$ cat config.mk
export PLATFORM = sky130hd
export DESIGN_NAME = adc_serial_port
export DESIGN_NICKNAME = d
export VERILOG_FILES = /design/src/rtl/asp_pkg.sv /design/src/rtl/asp_sync.sv /design/src/rtl/asp_edge_route.sv /design/src/rtl/asp_frame_ctrl.sv /design/src/rtl/asp_out_shift.sv /design/src/rtl/adc_serial_port.sv
export SDC_FILE = /design/constraint.sdc
export NUM_CORES = 1
export LEC_CHECK = 0
export ABC_AREA = 1
export BUFFER_PORTS_ARGS = -buffer_cell sky130_fd_sc_hd__buf_2
export CAP_MARGIN = 20
export CORE_ASPECT_RATIO = 1.1
export CORE_UTILIZATION = 30
export CTS_BUF_LIST = sky130_fd_sc_hd__clkbuf_16
export CTS_CLUSTER_DIAMETER = 200
export CTS_CLUSTER_SIZE = 24
export DETAILED_ROUTE_END_ITERATION = 8
export SLEW_MARGIN = 20
export SYNTH_ARGS = -nofsm -noshare
export SYNTH_HDL_FRONTEND = slang
export SYNTH_SLANG_ARGS = --single-unit
$ cat constraint.sdc
create_clock -name clk -period 2.9 [get_ports clk]
set_clock_uncertainty 0.05 [all_clocks]
set_input_delay 0.29 -clock clk [delete_from_list [all_inputs] [get_ports clk]]
set_output_delay 0.29 -clock clk [all_outputs]
set_load 0.02 [all_outputs]
$ cat src/rtl/asp_pkg.sv
// Shared types for the converter serial port.
package asp_pkg;
    // Host type, latched at each chip-select fall.
    typedef enum logic {
        HOST_DSP = 1'b0,
        HOST_MCU = 1'b1
    } host_mode_e;

    // Serial clock events after polarity routing.
    typedef struct packed {
        logic cap;    // address capture edge
        logic open;   // output shift and window-open edge
        logic close;  // window-close and conversion-start edge
    } sclk_ev_t;
endpackage

$ cat src/rtl/asp_sync.sv
// Multi-bit level synchronizer.
// Each bit runs through STAGES flops clocked by the system clock.
// Assumes the inputs are level signals changing slower than the system clock.
module asp_sync #(
    parameter int          W       = 1,
    parameter int          STAGES  = 2,
    parameter logic [W-1:0] RST_VAL = '0
) (
    input  logic         clk,
    input  logic         rst_n,
    input  logic [W-1:0] din,
    output logic [W-1:0] lvl
);
    logic [STAGES-1:0][W-1:0] stg;

    // Shift raw inputs through the synchronizer chain.
    always_ff @(posedge clk) begin
        if (!rst_n) stg <= {STAGES{RST_VAL}};
        else        stg <= {stg[STAGES-2:0], din};
    end

    assign lvl = stg[STAGES-1];
endmodule

$ cat src/rtl/asp_edge_route.sv
// Maps serial clock rising/falling events onto the roles the port needs.
// Capture uses the rising edge when the mode bit equals the inversion select.
// Shift/open and close depend on the host type only.
// Purely combinational.
module asp_edge_route
    import asp_pkg::*;
(
    input  host_mode_e mode,
    input  logic       inv_lvl,
    input  logic       sclk_rise,
    input  logic       sclk_fall,
    output sclk_ev_t   ev
);
    logic is_mcu;
    assign is_mcu = (mode == HOST_MCU);

    // Select the edge for each role from the host type and inversion select.
    always_comb begin
        ev.cap   = (is_mcu == inv_lvl) ? sclk_rise : sclk_fall;
        ev.open  = is_mcu ? sclk_fall : sclk_rise;
        ev.close = is_mcu ? sclk_rise : sclk_fall;
    end
endmodule

$ cat src/rtl/asp_frame_ctrl.sv
// Frame sequencer.
// Detects edges on the synchronized chip select, frame sync and serial clock.
// Latches the host type and arms the frame.
// Counts routed serial edges, captures the channel address and drives the
// sample window, end-of-conversion and the start pulse.
// Assumes synchronized inputs and at least two system clocks per serial half period.
module asp_frame_ctrl
    import asp_pkg::*;
#(
    parameter int ADDR_W    = 4,
    parameter int DATA_W    = 10,
    parameter int WIN_OPEN  = 4,
    parameter int WIN_CLOSE = 10,
    parameter int MAX_CLKS  = 16
) (
    input  logic              clk,
    input  logic              rst_n,
    input  logic              cs_lvl,
    input  logic              fs_lvl,
    input  logic              inv_lvl,
    input  logic              sclk_lvl,
    input  logic              sdi_lvl,
    input  logic              conv_done,
    output logic              frame_load,
    output logic              armed,
    output logic              shift_adv,
    output logic [ADDR_W-1:0] chan_addr,
    output logic              chan_valid,
    output logic              sample_win,
    output logic              eoc,
    output logic              conv_start
);
    localparam int               CNT_W    = $clog2(MAX_CLKS + 1);
    localparam logic [CNT_W-1:0] CNT_MAX  = CNT_W'(MAX_CLKS);
    localparam logic [CNT_W-1:0] OPEN_AT  = CNT_W'(WIN_OPEN - 1);
    localparam logic [CNT_W-1:0] CLOSE_AT = CNT_W'(WIN_CLOSE - 1);
    localparam logic [CNT_W-1:0] ADDR_AT  = CNT_W'(ADDR_W - 1);
    localparam logic [CNT_W-1:0] ADDR_CNT = CNT_W'(ADDR_W);
    localparam logic [CNT_W-1:0] SHIFT_N  = CNT_W'(DATA_W - 1);

    logic       cs_q, fs_q, sclk_q;
    logic       cs_fall, fs_fall, sclk_rise, sclk_fall;
    host_mode_e mode;
    sclk_ev_t   ev;
    logic       live, cap_hit, open_hit, close_hit;
    logic [CNT_W-1:0]  cnt_cap, cnt_open, cnt_close;
    logic [ADDR_W-1:0] addr_sh;

    // Keep previous synchronized levels for edge detection.
    always_ff @(posedge clk) begin
        if (!rst_n) begin
            cs_q   <= 1'b1;
            fs_q   <= 1'b1;
            sclk_q <= 1'b0;
        end else begin
            cs_q   <= cs_lvl;
            fs_q   <= fs_lvl;
            sclk_q <= sclk_lvl;
        end
    end

    assign cs_fall   = cs_q & ~cs_lvl;
    assign fs_fall   = fs_q & ~fs_lvl;
    assign sclk_rise = ~sclk_q & sclk_lvl;
    assign sclk_fall = sclk_q & ~sclk_lvl;

    asp_edge_route u_route (
        .mode      (mode),
        .inv_lvl   (inv_lvl),
        .sclk_rise (sclk_rise),
        .sclk_fall (sclk_fall),
        .ev        (ev)
    );

    assign live       = armed & ~cs_lvl;
    assign cap_hit    = live & ev.cap;
    assign open_hit   = live & ev.open;
    assign close_hit  = live & ev.close;
    assign frame_load = cs_fall;
    assign shift_adv  = open_hit & (cnt_open < SHIFT_N);

    // Latch the host type at chip-select fall and arm the frame.
    always_ff @(posedge clk) begin
        if (!rst_n) begin
            mode  <= HOST_MCU;
            armed <= 1'b0;
        end else if (cs_lvl) begin
            armed <= 1'b0;
        end else if (cs_fall) begin
            mode  <= fs_lvl ? HOST_MCU : HOST_DSP;
            armed <= fs_lvl;
        end else if (mode == HOST_DSP && fs_fall) begin
            armed <= 1'b1;
        end
    end

    // Count each routed edge role, saturating at the frame limit.
    always_ff @(posedge clk) begin
        if (!rst_n || cs_fall) begin
            cnt_cap   <= '0;
            cnt_open  <= '0;
            cnt_close <= '0;
        end else begin
            if (cap_hit && cnt_cap < CNT_MAX)     cnt_cap   <= cnt_cap + 1'b1;
            if (open_hit && cnt_open < CNT_MAX)   cnt_open  <= cnt_open + 1'b1;
            if (close_hit && cnt_close < CNT_MAX) cnt_close <= cnt_close + 1'b1;
        end
    end

    // Shift in the channel address and publish it on the last capture edge.
    always_ff @(posedge clk) begin
        if (!rst_n) begin
            addr_sh    <= '0;
            chan_addr  <= '0;
            chan_valid <= 1'b0;
        end else if (cs_fall) begin
            chan_valid <= 1'b0;
        end else if (cap_hit && cnt_cap < ADDR_CNT) begin
            addr_sh <= {addr_sh[ADDR_W-2:0], sdi_lvl};
            if (cnt_cap == ADDR_AT) begin
                chan_addr  <= {addr_sh[ADDR_W-2:0], sdi_lvl};
                chan_valid <= 1'b1;
            end
        end
    end

    // Open and close the sample window.
    always_ff @(posedge clk) begin
        if (!rst_n || cs_lvl || cs_fall) begin
            sample_win <= 1'b0;
        end else begin
            if (open_hit && cnt_open == OPEN_AT)    sample_win <= 1'b1;
            if (close_hit && cnt_close == CLOSE_AT) sample_win <= 1'b0;
        end
    end

    // Issue the start pulse and track end-of-conversion.
    always_ff @(posedge clk) begin
        if (!rst_n) begin
            conv_start <= 1'b0;
            eoc        <= 1'b1;
        end else begin
            conv_start <= close_hit && cnt_close == CLOSE_AT;
            if (close_hit && cnt_close == CLOSE_AT) eoc <= 1'b0;
            else if (conv_done)                     eoc <= 1'b1;
        end
    end


    start_in_window_chk: assert property (@(posedge clk) disable iff (!rst_n)
        conv_start |-> $past(sample_win));


    start_eoc_low_chk: assert property (@(posedge clk) disable iff (!rst_n)
        conv_start |-> !eoc);


    close_cnt_sat_chk: assert property (@(posedge clk) disable iff (!rst_n)
        cnt_close <= CNT_MAX && cnt_open <= CNT_MAX);


    addr_valid_cnt_chk: assert property (@(posedge clk) disable iff (!rst_n)
        $rose(chan_valid) |-> cnt_cap == ADDR_CNT);


    mode_held_chk: assert property (@(posedge clk) disable iff (!rst_n)
        !cs_fall |=> $stable(mode));
endmodule

$ cat src/rtl/asp_out_shift.sv
// Result holding register and serial output shifter.
// The holding register loads on conversion-done.
// The shifter copies the holding register at frame start and steps once per
// shift advance, MSB first.
// Assumes shift_adv is already limited to the first DATA_W-1 shift edges.
module asp_out_shift #(
    parameter int DATA_W = 10
) (
    input  logic              clk,
    input  logic              rst_n,
    input  logic              conv_done,
    input  logic [DATA_W-1:0] conv_result,
    input  logic              frame_load,
    input  logic              shift_adv,
    input  logic              out_en,
    output logic              sdo,
    output logic              sdo_oe
);
    logic [DATA_W-1:0] hold_q, shreg;

    // Capture a finished conversion result.
    always_ff @(posedge clk) begin
        if (!rst_n)         hold_q <= '0;
        else if (conv_done) hold_q <= conv_result;
    end

    // Load at frame start, then shift toward the LSB.
    always_ff @(posedge clk) begin
        if (!rst_n)          shreg <= '0;
        else if (frame_load) shreg <= hold_q;
        else if (shift_adv)  shreg <= {shreg[DATA_W-2:0], 1'b0};
    end

    assign sdo_oe = out_en;
    assign sdo    = out_en & shreg[DATA_W-1];


    no_shift_idle_chk: assert property (@(posedge clk) disable iff (!rst_n)
        shift_adv |-> out_en);
endmodule

$ cat src/rtl/adc_serial_port.sv
// Top of the dual-mode converter serial port.
// Synchronizes the host pins, sequences each frame and shifts out the
// previous result.
// Assumes the serial clock runs at no more than a quarter of clk.
module adc_serial_port #(
    parameter int DATA_W      = 10,
    parameter int ADDR_W      = 4,
    parameter int WIN_OPEN    = 4,
    parameter int WIN_CLOSE   = 10,
    parameter int MAX_CLKS    = 16,
    parameter int SYNC_STAGES = 2
) (
    input  logic              clk,
    input  logic              rst_n,
    input  logic              cs_n,
    input  logic              fs,
    input  logic              edge_inv,
    input  logic              sclk,
    input  logic              sdi,
    input  logic              conv_done,
    input  logic [DATA_W-1:0] conv_result,
    output logic              sdo,
    output logic              sdo_oe,
    output logic [ADDR_W-1:0] chan_addr,
    output logic              chan_valid,
    output logic              sample_win,
    output logic              eoc,
    output logic              conv_start
);
    localparam int PIN_N = 5;

    logic [PIN_N-1:0] pins_lvl;
    logic             frame_load, armed, shift_adv;

    // Bit order: cs_n, fs, sclk, sdi, edge_inv (LSB first).
    asp_sync #(
        .W       (PIN_N),
        .STAGES  (SYNC_STAGES),
        .RST_VAL (5'b00011)
    ) u_sync (
        .clk   (clk),
        .rst_n (rst_n),
        .din   ({edge_inv, sdi, sclk, fs, cs_n}),
        .lvl   (pins_lvl)
    );

    asp_frame_ctrl #(
        .ADDR_W    (ADDR_W),
        .DATA_W    (DATA_W),
        .WIN_OPEN  (WIN_OPEN),
        .WIN_CLOSE (WIN_CLOSE),
        .MAX_CLKS  (MAX_CLKS)
    ) u_ctrl (
        .clk        (clk),
        .rst_n      (rst_n),
        .cs_lvl     (pins_lvl[0]),
        .fs_lvl     (pins_lvl[1]),
        .sclk_lvl   (pins_lvl[2]),
        .sdi_lvl    (pins_lvl[3]),
        .inv_lvl    (pins_lvl[4]),
        .conv_done  (conv_done),
        .frame_load (frame_load),
        .armed      (armed),
        .shift_adv  (shift_adv),
        .chan_addr  (chan_addr),
        .chan_valid (chan_valid),
        .sample_win (sample_win),
        .eoc        (eoc),
        .conv_start (conv_start)
    );

    asp_out_shift #(
        .DATA_W (DATA_W)
    ) u_out (
        .clk         (clk),
        .rst_n       (rst_n),
        .conv_done   (conv_done),
        .conv_result (conv_result),
        .frame_load  (frame_load),
        .shift_adv   (shift_adv),
        .out_en      (armed),
        .sdo         (sdo),
        .sdo_oe      (sdo_oe)
    );


    idle_hiz_chk: assert property (@(posedge clk) disable iff (!rst_n)
        (pins_lvl[0] && $past(pins_lvl[0])) |-> !sdo_oe);


    idle_no_start_chk: assert property (@(posedge clk) disable iff (!rst_n)
        (pins_lvl[0] && $past(pins_lvl[0])) |-> !conv_start);
endmodule

== Yosys cells after proc, flatten, opt, wreduce, memory -nomap -nowiden ==
Cells that the tools add are included.

* Add/subtract/negate cells: 3
* Multipliers: 0
* Divide/modulo/power cells: 0
* Magnitude comparators: 5
* Eq/ne operators: 4
* Shift-type cells: 0
* Multiplexer cells: 10
* Bitwise gates (word level): 17
* Reductions and logical operators: 21

{| class="wikitable"
|+ Operator list
! kind !! count
|-
| 10-bit 2-to-1 mux || 2
|-
| 5-bit by 1-bit adder with 5-bit output (second input constant) || 3
|-
| 5-bit less-than comparator (second input constant) || 3
|-
| 1-bit AND || 10
|-
| 5-bit by 2-bit equality test with 1-bit output (second input constant) || 2
|-
| 1-bit 2-to-1 mux || 8
|-
| 1-bit logical AND || 7
|-
| 1-bit inverter || 7
|-
| 2-bit AND reduction || 3
|-
| 2-bit nonzero test || 3
|-
| 2-bit OR reduction || 3
|-
| 5-bit by 4-bit equality test with 1-bit output (second input constant) || 1
|-
| 5-bit by 3-bit less-than comparator with 1-bit output (second input constant) || 1
|-
| 5-bit by 4-bit less-than comparator with 1-bit output (second input constant) || 1
|-
| 1-bit logical OR || 3
|-
| 3-bit AND reduction || 1
|-
| 1-bit equality test || 1
|-
| 1-bit logical NOT || 1
|}

* Bits in registers: 61
* Bits in latches: 0
* Memory bits (writable): 0
* ROM bits: 0
* Bits of input ports: 18
* Output and inout port bits: 10
* Word-level logic and storage cells: 78
* Memories kept: 0

== Depth between registers and ports, before layout ==
* Word-level depth: 7
* Mapped depth: 9
* Gate-level depth less buffers: 9

== By module ==
From an unflattened synthesis, not the netlist that was laid out.

* Cells, all modules: 348
* Area total of the unflattened synthesis: 2586.2 sq um

{| class="wikitable"
|+ Modules (own cells, without submodules)
! module !! instances !! cells each !! area an instance (sq um) !! seq. area each (sq um)
|-
| asp_frame_ctrl || 1 || 195 || 1407.6 || 620.6
|-
| asp_out_shift || 1 || 103 || 797.0 || 400.4
|-
| asp_sync || 1 || 36 || 324.1 || 200.2
|-
| asp_edge_route || 1 || 14 || 57.6 || 0.0
|}

== Worst setup path after synthesis ==
Ideal clock, no wire load.

* Path type: reg-to-reg
* Start: reg u_ctrl.armed
* End: reg u_out.shreg[1]
* Library setup time: 0.132 ns
* Arrival: 1.245 ns
* Data required time: 2.718 ns
* Slack: 1.473 ns
* Cell stages (with the launch flop): 9
* Path buffers: 1
* Period minus slack after synthesis: 1.427 ns
* Cell sequence: dfxtp_1 inv_1 nor2_4 inv_2 nor2_4 nand3_2 buf_4 nand3_1 a21oi_1

* Longest elaborated chain between the ends: 4

{| class="wikitable"
|+ RTL lines
! what !! line !! RTL
|-
| start: declaration || asp_frame_ctrl.sv:25 || <nowiki>output logic armed,</nowiki>
|-
| start signal: assignment || asp_frame_ctrl.sv:91 || <nowiki>armed <= fs_lvl;</nowiki>
|-
| 1-bit AND || asp_frame_ctrl.sv:75 || <nowiki>assign live = armed & ~cs_lvl;</nowiki>
|-
| 1-bit AND || asp_frame_ctrl.sv:77 || <nowiki>assign open_hit = live & ev.open;</nowiki>
|-
| 1-bit AND || asp_frame_ctrl.sv:80 || <nowiki>assign shift_adv = open_hit & (cnt_open < SHIFT_N);</nowiki>
|-
| 2-bit nonzero test (no line) || n/a ||
|-
| end signal: assignment || asp_out_shift.sv:30 || <nowiki>else if (frame_load) shreg <= hold_q;</nowiki>
|-
| end signal: assignment || asp_out_shift.sv:31 || <nowiki>else if (shift_adv) shreg <= {shreg[DATA_W-2:0], 1'b0};</nowiki>
|-
| end: declaration || asp_out_shift.sv:19 || <nowiki>logic [DATA_W-1:0] hold_q, shreg;</nowiki>
|}

Every way passes these cells.
A chain may end at the register's enable or synchronous reset.

== Final worst setup path ==
* Start: reg u_sync.stg (netlist bit u_sync.lvl[0])
* End: reg u_ctrl.chan_addr[3]

* Longest elaborated chain between the ends: 5
* Elaborated cells between the ends (all ways): 7
* Classes of those cells: bitwise (5); reduce/logical (2)

{| class="wikitable"
|+ RTL lines
! what !! line !! RTL
|-
| start: declaration || asp_sync.sv:14 || <nowiki>logic [STAGES-1:0][W-1:0] stg;</nowiki>
|-
| start signal: assignment || asp_sync.sv:18 || <nowiki>if (!rst_n) stg <= {STAGES{RST_VAL}};</nowiki>
|-
| start signal: assignment || asp_sync.sv:19 || <nowiki>else stg <= {stg[STAGES-2:0], din};</nowiki>
|-
| 1-bit inverter * || asp_frame_ctrl.sv:62, asp_frame_ctrl.sv:75 ||
|-
| 1-bit AND || asp_frame_ctrl.sv:75 ||
|-
| 1-bit AND || asp_frame_ctrl.sv:76 || <nowiki>assign cap_hit = live & ev.cap;</nowiki>
|-
| 1-bit logical AND || asp_frame_ctrl.sv:118 || <nowiki>end else if (cap_hit && cnt_cap < ADDR_CNT) begin</nowiki>
|-
| 3-bit AND reduction (no line) * || n/a ||
|-
| end signal: assignment || asp_frame_ctrl.sv:121 || <nowiki>chan_addr <= {addr_sh[ADDR_W-2:0], sdi_lvl};</nowiki>
|-
| end: declaration || asp_frame_ctrl.sv:27 || <nowiki>output logic [ADDR_W-1:0] chan_addr,</nowiki>
|}

Every way passes the cells marked *; elsewhere a longest branch is shown, timed or not.

==> reports/metrics.yaml <==
worst_setup_path:
  path_max_fanout: 33
  worstReg2RegEnd: "u_ctrl.chan_addr[3]"
  cp-start-kind: "register"
  rr_worst_depth: 7
  regToRegSetupSlack_ns: 1.21
  reg2reg_from: "u_sync.lvl[0]"
  required_ns: 3.06
  path_class: "register to register"
  crit_arrival_ns: 1.85
  cp-end-kind: "register"
global_route:
  grt-busiest-layer: "met2"
  met1_usage_pct: 15.7
  overflow: 0
  grt_pass1_vias: 1919
  antenna_found_initial: 0
  gr-usage-met2_pct: 17.5
  grtUsageTotal_pct: 11.9
  grt_pass1_wl_mm: 8.56
  grt_max_degree: 34
  met3_usage_pct: 3.90
sta:
  fmax_ghz: 0.593
  slew_headroom_pct: 68.1
  fin_crit_sh_pct: 58.1
  grt_setup_unrepaired: "false"
  drv_slew: 0
  setup_viol: 0
  worst_slew_pin_slew_ns: 0.478
  finalHoldViolCount: 0
  tns_ns: 0
  final.min_clock_period_ns: 1.69
logic_synthesis:
  yosys_warnings: 0
  syn_area_sq_um: 2590
  synth_cell_types: 27
  syn_inst: 345
  ys_seq_area_share_pct: 47.1
  syn_nets: 367
  postSynth.asyncResetShare_pct: 0
  synth-edff-count: 0
  ys.flop_type: "dfxtp_1"
  ys_ff_latch: 61
  avgSynthCellArea_sq_um: 7.51
layout:
  fillCellCount: 863
  register_area_sq_um: 1220
  final_layout_size_suffix_gt1_share_pct: 18.2
  syn2layout_area_growth_pct: 19.9
  fin_util_pct: 37.1
  nets: 396
  insertedDiodeCount: 0
  multiInputGateArea_sq_um: 1130
run:
  timing.max_cap.violations: 0
cts:
  root_buffer: "clkbuf_16"
  htree_levels: 3
  cts_resized: 0
  clk_pin_slew_ns: 0.05
  cts_tree: "built"
  post_cts_buffers: 0
  clock_sinks: 61
  clock_latency_ns: 0.32
  cts_buffer_depth: 2
  cts_hold_buf: 0
  numCtsBuffers: 9
routing:
  dr.pass1.iters: 4
  drtIter0Drc: 88
  vias: 2183
  drc: 0
  post_drt_wl_per_cell_microns: 9.90
  antenna_left: 0
  wl_mm: 4.85
  routed_via_density: 4.46
worst_hold_path:
  holdCritPathClass: "input pin to register"
  hold_start: "edge_inv"
  min_to: "u_sync.stg[4]"
  whs_path_depth: 3
placement:
  place_hpwl_mm: 3.43
  port_buffers: 27
  gp_congestion: 0.782
status:
  status: "finished, final reports clean"
floorplan:
  pin_count: 28
  die_area_sq_um: 9010
  rows: 35
  initial_utilization_pct: 31.0
  die_w_microns: 90.6
  coreArea_sq_um: 8360
  die_h_microns: 99.5
power_and_ir_drop:
  powerDensity_nw_per_um2: 625
  leakage_nw: 1.33
  ir_worst_vdd_v: 0.000319
-- synthesized netlist by cell type, types with 3 or more instances --
cell / instances / area [sq um]
nand3_2: 4 / 40.0
clkbuf_1: 4 / 15.0
nand2_1: 72 / 270
a21oi_1: 30 / 150
nor3_1: 3 / 15.0
ha_1: 4 / 50.1
inv_2: 6 / 22.5
or2_2: 4 / 25.0
dfxtp_1: 61 / 1220
inv_1: 45 / 169
nand3_1: 20 / 100
nand4_1: 7 / 43.8
buf_2: 4 / 20.0
nor2_2: 5 / 31.3
nor2_1: 37 / 139
nand2_2: 3 / 18.8
nor2_4: 5 / 56.3
o21ai_0: 22 / 110
-- layout make-up --
cell class,count,area share [%]
Timing Repair Buffer,27,4.35
Clock buffer,9,7.25
Sequential cell,61,39.3
Clock inverter,7,1.89
Multi-Input combinational cell,224,36.5
Inverter,51,6.16
Tap cell,111,4.47
-- metal layers --
layer  part of all wire, %  wire length [microns]
met5                     0                      0
met3                   3.4                    166
met1                    52                   2530
met2                    43                   2100
met4                   1.2                     60
-- registers in the layout (all words and copies together) (netlist names), 3 cells and up --
register,count
u_ctrl.addr_sh,3
u_ctrl.chan_addr,4
u_ctrl.cnt_cap,5
u_ctrl.cnt_close,5
u_ctrl.cnt_open,5
u_out.hold_q,10
u_out.shreg,10
u_sync.lvl,5
u_sync.stg,5
-- how the worst max path moves through the flow --
stage	from	to	slack, ns	depth (start not counted)
global route	u_ctrl.armed	u_out.shreg[6]	1.03	8
floorplan	u_ctrl.armed	u_out.shreg[1]	1.47	8
detailed placement	rst_n	u_ctrl.cnt_open[1]	1.04	5
CTS	u_sync.lvl[0]	u_ctrl.chan_addr[3]	1.20	7
global placement	rst_n	u_ctrl.cnt_open[1]	1.10	5
finish	u_sync.lvl[0]	u_ctrl.chan_addr[3]	1.21	7
-- where the power goes --
part / total (W) / internal, W / switching, W / leakage (nW)
sequential: 0.000865 / 0.000858 / 0.00000687 / 0.497
clock: 0.00100 / 0.000651 / 0.000353 / 0.145
combinational: 0.0000733 / 0.0000251 / 0.0000481 / 0.690
total: 0.00194 / 0.00153 / 0.000408 / 1.33
-- worst max-delay path, stage by stage (launching register included) --
cell	delay, ns
dfxtp_1	0.44
nor2_4	0.10
inv_2	0.37
nand2_1	0.19
inv_1	0.16
nand4_1	0.10
nand2_1	0.11
nor2_1	0.05
-- layout by cell type, fill, tap and decap left out --
cell / instances
nand3_2: 4
nand4_4: 1
nor2_2: 5
nor2_1: 37
buf_2: 27
or2_2: 4
clkinv_1: 1
a22oi_1: 1
clkinv_2: 2
clkbuf_16: 9
nor3_1: 3
nand4_1: 7
a211oi_1: 1
nand2_2: 3
xor2_1: 1
dfxtp_1: 61
nor2_4: 5
inv_2: 6
clkinvlp_4: 1
bufinv_16: 1
a311oi_1: 1
o21ai_0: 22
nor4_1: 1
nand2_1: 72
ha_1: 4
a21oi_1: 30
nand3_1: 20
inv_1: 47
nor3_4: 1
xnor2_1: 1
-- cell families (layout without fill, tap and decap cells) --
| group | Yosys count | count (layout) | share of synthesized area, % |
|---|---|---|---|
| DFF | 61 | 61 | 47.1 |
| AOI/OAI and AO/OA | 55 | 55 | 11.0 |
| xor gates and xnor gates | 2 | 2 | 0.676 |
| buffers and inverters | 60 | 94 | 9.03 |
| adders and majority gates | 4 | 4 | 1.93 |
| and+or+nand+nor | 163 | 163 | 30.2 |
-- stage by stage --
step	power, W	instance area, sq um	hold WS, ns	cells	setup slack, ns
floorplan	0.000934	2590	0.338	345	1.47
global route	0.00202	3110	0.110	490	1.03
CTS	0.00197	3110	0.0928	490	1.20
detailed placement	0.000956	2820	0.348	474	1.04
global placement	0.000955	2820	0.344	474	1.10
finish	0.00194	3110	0.101	490	1.21
Note: power is estimated with default switching activity, not from simulation.
